`config.mk`:
```
export PLATFORM = sky130hd
export DESIGN_NAME = repaint_addr_seq
export DESIGN_NICKNAME = d
export VERILOG_FILES = /design/src/rtl/repaint_pkg.sv /design/src/rtl/repaint_step_dec.sv /design/src/rtl/repaint_addr_acc.sv /design/src/rtl/repaint_shift_cnt.sv /design/src/rtl/repaint_addr_seq.sv
export SDC_FILE = /design/constraint.sdc
export NUM_CORES = 1
export LEC_CHECK = 0
export BUFFER_PORTS_ARGS = -buffer_cell sky130_fd_sc_hd__buf_2
export CORE_MARGIN = 4
export CORE_UTILIZATION = 54
export CTS_BUF_LIST = sky130_fd_sc_hd__clkbuf_4
export DETAILED_ROUTE_END_ITERATION = 8
export PLACE_DENSITY_LB_ADDON = 0.25
export SYNTH_ARGS = -nofsm -noshare
export SYNTH_HDL_FRONTEND = slang
export SYNTH_HIERARCHICAL = 1
export SYNTH_SLANG_ARGS = --single-unit
```
`constraint.sdc`:
```
create_clock -name clk_i -period 2.4 [get_ports clk_i]
set_input_delay 0.12 -clock clk_i [delete_from_list [all_inputs] [get_ports clk_i]]
set_output_delay 0.12 -clock clk_i [all_outputs]
set_load 0.01 [all_outputs]
```
`src/rtl/repaint_pkg.sv`:
```
package repaint_pkg;
  typedef enum logic [1:0] {
    STEP_256  = 2'b00,
    STEP_512  = 2'b01,
    STEP_1024 = 2'b10,
    STEP_RSVD = 2'b11
  } step_sel_e;
endpackage

```
`src/rtl/repaint_step_dec.sv`:
```
module repaint_step_dec
  import repaint_pkg::*;
#(
  parameter int LIN_W = 22
) (
  input  step_sel_e        sel_i,
  output logic [LIN_W-1:0] step_o
);
  always_comb begin
    case (sel_i)
      STEP_256: step_o = LIN_W'(256);
      STEP_512: step_o = LIN_W'(512);
      default:  step_o = LIN_W'(1024); // reserved code aliases 1024
    endcase
  end
endmodule

```
`src/rtl/repaint_addr_acc.sv`:
```
module repaint_addr_acc #(
  parameter int LIN_W   = 22,
  parameter int OUT_LSB = 10,
  localparam int OUT_W  = LIN_W - OUT_LSB
) (
  input  logic             clk_i,
  input  logic             rst_ni,
  input  logic             frame_start_i,
  input  logic             xfer_i,
  input  logic [OUT_W-1:0] base_i,
  input  logic [LIN_W-1:0] step_i,
  output logic [LIN_W-1:0] addr_o
);
  logic [LIN_W-1:0] addr_q;

  always_ff @(posedge clk_i or negedge rst_ni) begin
    if (!rst_ni)            addr_q <= '0;
    else if (frame_start_i) addr_q <= {base_i, {OUT_LSB{1'b0}}};
    else if (xfer_i)        addr_q <= addr_q + step_i;
  end

  assign addr_o = addr_q;
endmodule

```
`src/rtl/repaint_shift_cnt.sv`:
```
module repaint_shift_cnt #(
  parameter int CNT_W = 12
) (
  input  logic             clk_i,
  input  logic             rst_ni,
  input  logic             clr_i,
  input  logic             inc_i,
  output logic [CNT_W-1:0] cnt_o
);
  localparam logic [CNT_W-1:0] CNT_MAX = '1;
  logic [CNT_W-1:0] cnt_q;

  always_ff @(posedge clk_i or negedge rst_ni) begin
    if (!rst_ni)                        cnt_q <= '0;
    else if (clr_i)                     cnt_q <= '0;
    else if (inc_i && cnt_q != CNT_MAX) cnt_q <= cnt_q + 1'b1;
  end

  assign cnt_o = cnt_q;
endmodule

```
`src/rtl/repaint_addr_seq.sv`:
```
module repaint_addr_seq
  import repaint_pkg::*;
#(
  parameter int LIN_W   = 22,
  parameter int OUT_LSB = 10,
  parameter int CNT_W   = 12,
  localparam int OUT_W  = LIN_W - OUT_LSB
) (
  input  logic             clk_i,
  input  logic             rst_ni,
  input  logic             frame_start_i,
  input  logic             xfer_i,
  input  logic             dot_en_i,
  input  logic [1:0]       step_sel_i,
  input  logic [OUT_W-1:0] base_i,
  output logic [OUT_W-1:0] xfer_addr_o,
  output logic [CNT_W-1:0] shift_cnt_o
);
  logic [LIN_W-1:0] step;
  logic [LIN_W-1:0] lin_addr;

  repaint_step_dec #(.LIN_W(LIN_W)) u_dec (
    .sel_i  (step_sel_e'(step_sel_i)),
    .step_o (step)
  );

  repaint_addr_acc #(.LIN_W(LIN_W), .OUT_LSB(OUT_LSB)) u_acc (
    .clk_i         (clk_i),
    .rst_ni        (rst_ni),
    .frame_start_i (frame_start_i),
    .xfer_i        (xfer_i),
    .base_i        (base_i),
    .step_i        (step),
    .addr_o        (lin_addr)
  );

  repaint_shift_cnt #(.CNT_W(CNT_W)) u_cnt (
    .clk_i  (clk_i),
    .rst_ni (rst_ni),
    .clr_i  (xfer_i),
    .inc_i  (dot_en_i),
    .cnt_o  (shift_cnt_o)
  );

  assign xfer_addr_o = lin_addr[LIN_W-1:OUT_LSB];
endmodule

```
; Yosys cells after proc, flatten, opt, wreduce, memory -nomap -nowiden
; Cells that the tools add are included.
[totals]
regBits = 34
ram_bits = 0
memories = 0
wordCells = 15
mem_bits_ro = 0
latch_bits = 0
out_inout_bits = 24
[classes]
n_reduce_logical = 4
n_eq_ne = 2
bitwise = 0
magnitude_cmp = 0
n_mul = 0
shifts = 0
mux = 5
n_div = 0
n_addsub = 2
[op_table]
columns = cell, n
row1 = 22-bit two-way mux, 2
row2 = 12-bit two-way mux, 2
row3 = 22-bit by 11-bit adder with 22-bit output, 1
row4 = 11-bit one-hot mux with 2 select lines, 1
row5 = 12-bit by 1-bit adder with 12-bit output (second input constant), 1
row6 = 12-bit inequality test (second input constant), 1
row7 = 2-bit nonzero test, 2
row8 = 2-bit by 1-bit equality test with 1-bit output (second input constant), 1
row9 = 2-bit logical NOT, 1
row10 = 1-bit logical AND, 1

; Logic depth before layout (Yosys ltp)
; Gate-level depths: netlist (run 1).
[depth]
depth_word = 5
depth_mapped = 12
depth_no_buf = 11

; By module
; The synthesis (run 1) kept the hierarchy.
[modules_own_cells]
columns = module, cells_each, area_each_um2, seq_area_each_um2, n_inst
row1 = repaint_addr_acc, 228, 1936.9, 550.5, 1
row2 = repaint_shift_cnt, 70, 714.4, 300.3, 1
row3 = repaint_step_dec, 23, 160.2, 0.0, 1

; Least setup slack after synthesis (run 1)
; Ideal clock, no wire load.
[synth_timing]
path_type = reg2reg
startpoint = reg u_acc.addr_q[9] (netlist: u_acc/addr_o[9])
endpoint = reg u_acc.addr_q[20] (netlist: u_acc/addr_o[20])
synth_period_minus_slack_ps = 2468
path_stages_with_launch = 11
setup_ps = 129
slack_ps = -68
t_arrival_ps = 2339
path_buffers = 1
cell_sequence = dfrtp_1 > ha_1 > buf_6 > a21o_1 > o21bai_1 > a32o_1 > a311o_2 > a221oi_2 > o21ai_0 > xnor2_1 > o21ai_1
[synth_via]
elab_chain_len = 3
[synth_rtl]
columns = item, line_no
row1 = from (decl), repaint_addr_acc.sv:14  ; logic [LIN_W-1:0] addr_q;
row2 = from (signal assigned), repaint_addr_acc.sv:18  ; else if (frame_start_i) addr_q <= {base_i, {OUT_LSB{1'b0}}};
row3 = from (signal assigned), repaint_addr_acc.sv:19  ; else if (xfer_i) addr_q <= addr_q + step_i;
row4 = 22-bit by 11-bit adder with 22-bit output, repaint_addr_acc.sv:19
row5 = 22-bit two-way mux, repaint_addr_acc.sv:19
row6 = 22-bit two-way mux, repaint_addr_acc.sv:18
; Every way passes these cells. The select of a mux whose other input is x is not followed.
; A chain may end at the register's enable or synchronous reset.

; Final worst setup path (run 1)
; Same ends and word-level chain as after synthesis.

==> results.tsv, run 1 <==
stage	metric	value	unit
run_status	outcome	finished clean	
floorplanning	Die ar.	6420	sq um
layout	commonest cells after routing, fill and taps aside	buf_2 (42), dfrtp_1 (34), nor2_1 (32)	
sta	relative slew slack	47.2	%
critical_path	CP dominant cell by count	o21ai_1	
drt	Via density	5.59	
layout	share of layout cells above drive strength 1	18.9	%
cts	CTS tree	yes	
logic_synthesis	Syn Std Cell Area	2810	sq um
layout	commonest non-fill, non-tap cell in the layout	buf_2	
cts	Clock transition at path regs	120	ps
placement	Final HPWL DP	4400	microns
floorplanning	Starting Density	57.6	%
global_routing	initial antenna violation count	0	
logic_synthesis	Seq/Total Area, Yosys	30.3	%
hold_path	hold_sp	base_i[4]	
power_and_ir_drop	leakage	1.48	nW
drt	first-pass detailed-route iteration total	4	
logic_synthesis	Post-synth EDFFs	0	
critical_path	crit-path max FO	3	
cts	clk root buf	clkbuf_4	
global_routing	pin count of the biggest net entering global routing	35	
critical_path	FF-to-FF Start	u_acc/addr_o[9]	
layout	final net count	407	
sta	Final Hold Vio Count	0	
logic_synthesis	Synth warnings	6	
critical_path	CP peak stage delay	440	ps
placement	DP Cell Count	418	
power_and_ir_drop	maximum vdd ir drop	0.233	mV
flow_run	max_cap viols	0	
critical_path	class of the most critical setup path	flop to flop	
floorplanning	row count	25	
critical_path	Arrival @ worst endpoint	2600	ps
critical_path	crit path from	u_acc/addr_o[9]	
power_and_ir_drop	Power Total	1.78	mW
layout	Area Growth Syn to Fin	11.5	%
logic_synthesis	synth unique cells	54	
cts	clock buffer depth	2	
logic_synthesis	Gate Count Post-Synth	321	
layout	Layout Cells excl Fill	433	
sta	skew final	8.67	ps
critical_path	Setup crit end kind	flop	
critical_path	Worst Path Required	2630	ps
floorplanning	# IOs	43	
sta	Final setup viols	0	
drt	WL final	6080	microns
sta	Final Critical Period	2380	ps
drt	routed length per instance	14.0	microns
sta	unrepaired setup endpoints after global routing	yes	
power_and_ir_drop	Power Dens Cells	569	nW/um^2
sta	Worst Tran Pin Value	792	ps
floorplanning	Die Y-Extent	80.2	microns
cts	clk sinks	34	
hold_path	Hold WC Path Type	input port to flop	
logic_synthesis	ys async rst share	100	%
sta	fmax	0.421	GHz
floorplanning	Die X	80.2	microns
sta	fin crit share	99.0	%
critical_path	Worst setup SP type	flop	
critical_path	CP max-delay cell	dfrtp_1	
drt	post-route ant nets	0	
placement	Port Buffer Count	42	
placement	routability-driven placement congestion ratio	0.874	
cts	Worst-Skew Late Latency	340	ps
layout	ant diodes	0	
global_routing	global route overflow	0	
cts	H-tree depth	2	
floorplanning	core box area	4880	sq um
sta	Slew Viols, Final	0	
global_routing	Tot GR Track Use	20.7	%
global_routing	vias in the first global route	2422	
logic_synthesis	main flop type after synthesis	dfrtp_1	
drt	via count	2419	
critical_path	worst-path cell chain	ha_4 > a21o_1 > o21bai_1 > a32o_2 > a311o_2 > a221oi_4 > o21ai_1 > xnor2_1 > o21ai_1	
sta	setup_tns	0	ps
logic_synthesis	flops & latches, synth	34	
drt	initial drt markers	103	
cts	TritonCTS buffer count	5	
global_routing	first-pass GRT wire length	10700	microns
drt	# DRC	0	
logic_synthesis	syn avg cell area	8.76	sq um
## path summary, 6_finish.rpt
kind | slack, ps | depth (start not counted) | to
worst max-delay path | 20 | 9 | u_acc/addr_o[20]
worst min-delay path | 20 | 3 | u_acc/addr_o[14]
worst max register to register | 20 | 9 | u_acc/addr_o[20]
worst min register to register | 510 | 2 | u_acc/addr_o[6]
max in group asynchronous | 1490 | 2 | u_cnt/cnt_o[1]
min in group asynchronous | 400 | 2 | u_acc/addr_o[9]
## registers in the layout, summed over array words and instances (netlist names)
name / count
u_acc/addr_o: 22
u_cnt/cnt_o: 12
## layer usage
metal	vias to the layer above	wire length, microns	global-route usage (%)	part of all wire, %
met5	-	0	0	0
met4	0	91	4.22	1.5
met3	10	294	4.26	4.8
met2	65	3000	36.9	49
met1	1125	2700	25.7	44
li1	1219	-	-	-
## report_power, final
part / switching [mW] / internal, mW
clock network: 0.205 / 0.109
registers: 0.0471 / 0.634
logic: 0.427 / 0.359
## worst max-delay path, delay by kind of cell, from the launching register on
family                   cells  cell delay, ps
flip-flops                   1             440
adder cells (fa/ha/maj)      1             240
XOR/XNOR                     1             140
AO/OA/AOI/OAI                7            1460
## stage by stage
stage	util, %	setup slack [ps]	hold slack (ps)	instance area, sq um
after floorplan	-	38.7	-176	2880
after global placement	61.2	50.1	246	2990
after detailed placement	61.2	1.64	256	2990
after CTS	63.3	3.99	2.80	3090
after global routing	64.2	-107	20.1	3130
final	64.2	24.2	18.5	3130
## Yosys cell counts, types with 2 or more instances
cell type  instances  share of area, %
a211oi_1           2              0.53
a21o_1            10               2.7
a21oi_1           21               3.7
a22oi_1            8               2.1
a31oi_1            5               1.1
and3_1             2              0.44
and4_1             3              0.93
buf_1              2              0.27
buf_4             19               5.1
clkbuf_1          10               1.3
dfrtp_1           34                30
ha_1              22               9.8
inv_1              7              0.93
mux2i_1           11               3.9
nand2_1           22               2.9
nand2b_1           4              0.89
nand3_1            7               1.2
nand3_4            2               1.2
nand4_1            8               1.8
nor2_1            32               4.3
nor2b_1            5               1.1
nor3_1             7               1.2
o21a_1             3              0.80
o21ai_0           23               4.1
o21ai_1            2              0.36
o22ai_1            2              0.44
xnor2_1           18               5.6
xor2_1             4               1.2
## kinds of logic after synthesis
| group | count (synthesis) | synth area share [%] |
|---|---|---|
| XOR/XNOR | 22 | 6.85 |
| AO/OA/AOI/OAI | 88 | 20.5 |
| multiplexers | 13 | 4.85 |
| buffers and inverters | 41 | 8.63 |
| AND/OR/NAND/NOR | 99 | 18.3 |
| adder cells (fa/ha/maj) | 23 | 10.5 |
| flip-flops | 34 | 30.3 |
| other | 1 | 0.133 |
## timing repair
action                     4_1_cts  5_1_grt
hold endpoints to repair        38        0
hold buffers                     5        0
setup endpoints to repair        0        3
gates resized for setup          0        4
buffers inserted                 0        2
## area by class of cell
type	instances	area (sq um)
Timing Repair Buffer	53	305
Multi-Input combinational cell	264	1810
Tap cell	67	83.8
Clock buffer	5	37.5
Inverter	7	26.3
Fill cell	422	1750
Sequential cell	34	851
Clock inverter	3	16.3
Power figures use the tool's default switching activity.
==> run 2: changes to the inputs <==
--- a/config.mk
+++ b/config.mk
@@ -7,10 +7,9 @@
 export LEC_CHECK = 0
 export BUFFER_PORTS_ARGS = -buffer_cell sky130_fd_sc_hd__buf_2
 export CORE_MARGIN = 4
-export CORE_UTILIZATION = 54
+export CORE_UTILIZATION = 35
 export CTS_BUF_LIST = sky130_fd_sc_hd__clkbuf_4
 export DETAILED_ROUTE_END_ITERATION = 8
-export PLACE_DENSITY_LB_ADDON = 0.25
 export SYNTH_ARGS = -nofsm -noshare
 export SYNTH_HDL_FRONTEND = slang
 export SYNTH_HIERARCHICAL = 1
==> results.tsv, run 2 (synthesized netlist as in run 1, its figures left out) <==
stage	metric	value	unit	change
sta	Worst Tran Pin Value	813	ps	was 792 ps
layout	Multi-input gate area	1820	sq um	was 1810 sq um
layout	Reg area	851	sq um	unchanged
layout	max reg flops	22		unchanged
cts	Clock transition at path regs	120	ps	about the same
hold_path	Hold Crit Endpoint	u_acc/addr_o[13]		was u_acc/addr_o[14]
flow_run	max_cap viols	0		unchanged
global_routing	global route overflow	0		unchanged
drt	via count	2407		was 2419
critical_path	flop2flop setup slack	50	ps	was 20 ps
drt	routed length per instance	13.6	microns	was 14.0 microns
sta	Final Critical Period	2350	ps	was 2380 ps
power_and_ir_drop	Power Total	1.81	mW	was 1.78 mW
drt	Via density	5.12		was 5.59
layout	commonest non-fill, non-tap cell in the layout	buf_2		unchanged
floorplanning	Die Y-Extent	97.6	microns	was 80.2 microns
cts	H-tree depth	2		unchanged
floorplanning	Die X	97.6	microns	was 80.2 microns
hold_path	worst hold stages	3		unchanged
cts	clock buffer depth	2		unchanged
sta	Slew Viols, Final	0		unchanged
hold_path	hold_sp	base_i[3]		was base_i[4]
critical_path	Worst setup SP type	flop		unchanged
sta	skew final	13.9	ps	was 8.67 ps
sta	Final setup viols	0		unchanged
floorplanning	Die ar.	9530	sq um	was 6420 sq um
placement	DP Area	3050	sq um	was 2990 sq um
global_routing	Tot GR Track Use	13.8	%	was 20.7%
layout	# fillers	784		was 422
sta	worst hold slack	0.283	ps	was 18.5 ps
placement	Port Buffer Count	42		unchanged
critical_path	crit-path max FO	2		was 3
critical_path	reg-to-reg critical path endpoint	u_acc/addr_o[16]		was u_acc/addr_o[20]
global_routing	first-pass GRT wire length	11000	microns	was 10700 microns
hold_path	Hold WC Path Type	input port to flop		unchanged
global_routing	initial antenna violation count	0		unchanged
drt	# DRC	0		unchanged
critical_path	Worst R2R Path Depth	9		unchanged
layout	post-route cell area	3200	sq um	was 3130 sq um
power_and_ir_drop	leakage	1.50	nW	was 1.48 nW
critical_path	Worst Path Required	2680	ps	was 2630 ps
layout	share of layout cells above drive strength 1	20.1	%	was 18.9%
critical_path	Setup crit end kind	flop		unchanged
floorplanning	core box area	7770	sq um	was 4880 sq um
sta	fmax	0.425	GHz	was 0.421 GHz
cts	TritonCTS buffer count	5		unchanged
placement	Final HPWL DP	4720	microns	was 4400 microns
cts	clk sinks	34		unchanged
layout	Area Growth Syn to Fin	13.8	%	was 11.5%
floorplanning	Starting Density	36.2	%	was 57.6%
critical_path	Arrival @ worst endpoint	2640	ps	was 2600 ps
drt	initial drt markers	63		was 103
drt	WL final	6380	microns	was 6080 microns
cts	Worst-Skew Late Latency	350	ps	was 340 ps
power_and_ir_drop	Power Dens Cells	566	nW/um^2	was 569 nW/um^2
layout	commonest cells after routing, fill and taps aside	buf_2 (42), dfrtp_1 (34), nor2_1 (32)		unchanged
critical_path	FF-to-FF Start	u_acc/addr_o[9]		unchanged
sta	unrepaired setup endpoints after global routing	yes		unchanged
global_routing	pin count of the biggest net entering global routing	35		unchanged
sta	Final Hold Vio Count	0		unchanged
critical_path	class of the most critical setup path	flop to flop		unchanged
sta	setup_tns	0	ps	unchanged
floorplanning	row count	32		was 25
sta	relative slew slack	45.8	%	was 47.2%
run_status	outcome	finished clean		unchanged
layout	final net count	409		was 407
floorplanning	# IOs	43		unchanged
cts	clk root buf	clkbuf_4		unchanged
drt	first-pass detailed-route iteration total	5		was 4
layout	ant diodes	0		unchanged
cts	CTS tree	yes		unchanged
drt	post-route ant nets	0		unchanged
sta	fin crit share	98.1	%	was 99.0%
power_and_ir_drop	maximum vdd ir drop	0.242	mV	was 0.233 mV
global_routing	vias in the first global route	2354		was 2422
placement	routability-driven placement congestion ratio	0.869		was 0.874
[run 2: worst max-delay path by stage]
stage	from	endpoint	slack, ps	cells past startpoint
3_5_place_dp	u_acc/addr_o[9]	u_acc/addr_o[20]	-3	9
5_1_grt	u_acc/addr_o[9]	u_acc/addr_o[16]	-60	9
3_3_place_gp	step_sel_i[0]	u_acc/addr_o[20]	50	11
4_1_cts	u_acc/addr_o[9]	u_acc/addr_o[20]	30	9
2_1_floorplan	u_acc/addr_o[9]	u_acc/addr_o[20]	40	10
6_report	u_acc/addr_o[9]	u_acc/addr_o[16]	50	9
[run 2: area by class of cell]
| type | instances | area share [%] |
|---|---|---|
| Tap cell | 102 | 3.99 |
| Timing Repair Buffer | 55 | 9.93 |
| Sequential cell | 34 | 26.6 |
| Clock buffer | 6 | 1.41 |
| Clock inverter | 2 | 0.274 |
| Multi-Input combinational cell | 264 | 57.0 |
| Inverter | 7 | 0.821 |
[run 2: routing by layer]
| metal | global-route usage, % | vias up | routed length [microns] |
|---|---|---|---|
| met3 | 2.73 | 9 | 267 |
| met1 | 17.1 | 1132 | 2860 |
| met5 | 0 | - | 0 |
| met2 | 24.5 | 48 | 3170 |
| met4 | 3.51 | 0 | 85 |
| li1 | - | 1218 | - |
[run 2: critical path, cell delays in order, from the launching register on]
cell,delay [ps]
dfrtp_1,430
ha_4,220
a21o_1,190
o21bai_1,170
a32o_2,280
a311o_2,350
a221oi_4,280
xnor2_1,150
mux2i_1,90
o21ai_1,130
[run 2: repair_timing]
| item | 4_1_cts | 5_1_grt |
|---|---|---|
| pin swaps | 0 | 0 |
| gates cloned | 0 | 0 |
| setup buffers | 0 | 2 |
| resized for setup | 1 | 6 |
| endpoints found under the setup margin | 1 | 5 |
| hold endpoints to repair | 37 | 0 |
| hold buffers | 4 | 0 |
[run 2: power by group]
| part | internal, mW | switching, mW | total, mW |
|---|---|---|---|
| Combinational | 0.367 | 0.435 | 0.802 |
| Clock | 0.122 | 0.210 | 0.331 |
| Sequential | 0.634 | 0.0455 | 0.679 |
[run 2: stage by stage]
stage | utilization, % | setup slack (ps) | cells
floorplan | - | 38.7 | 339
CTS | 40.7 | 26.9 | 468
finish | 41.2 | 46.3 | 470
global placement | 39.3 | 54.5 | 456
global route | 41.2 | -64.3 | 470
detailed placement | 39.3 | -2.53 | 456
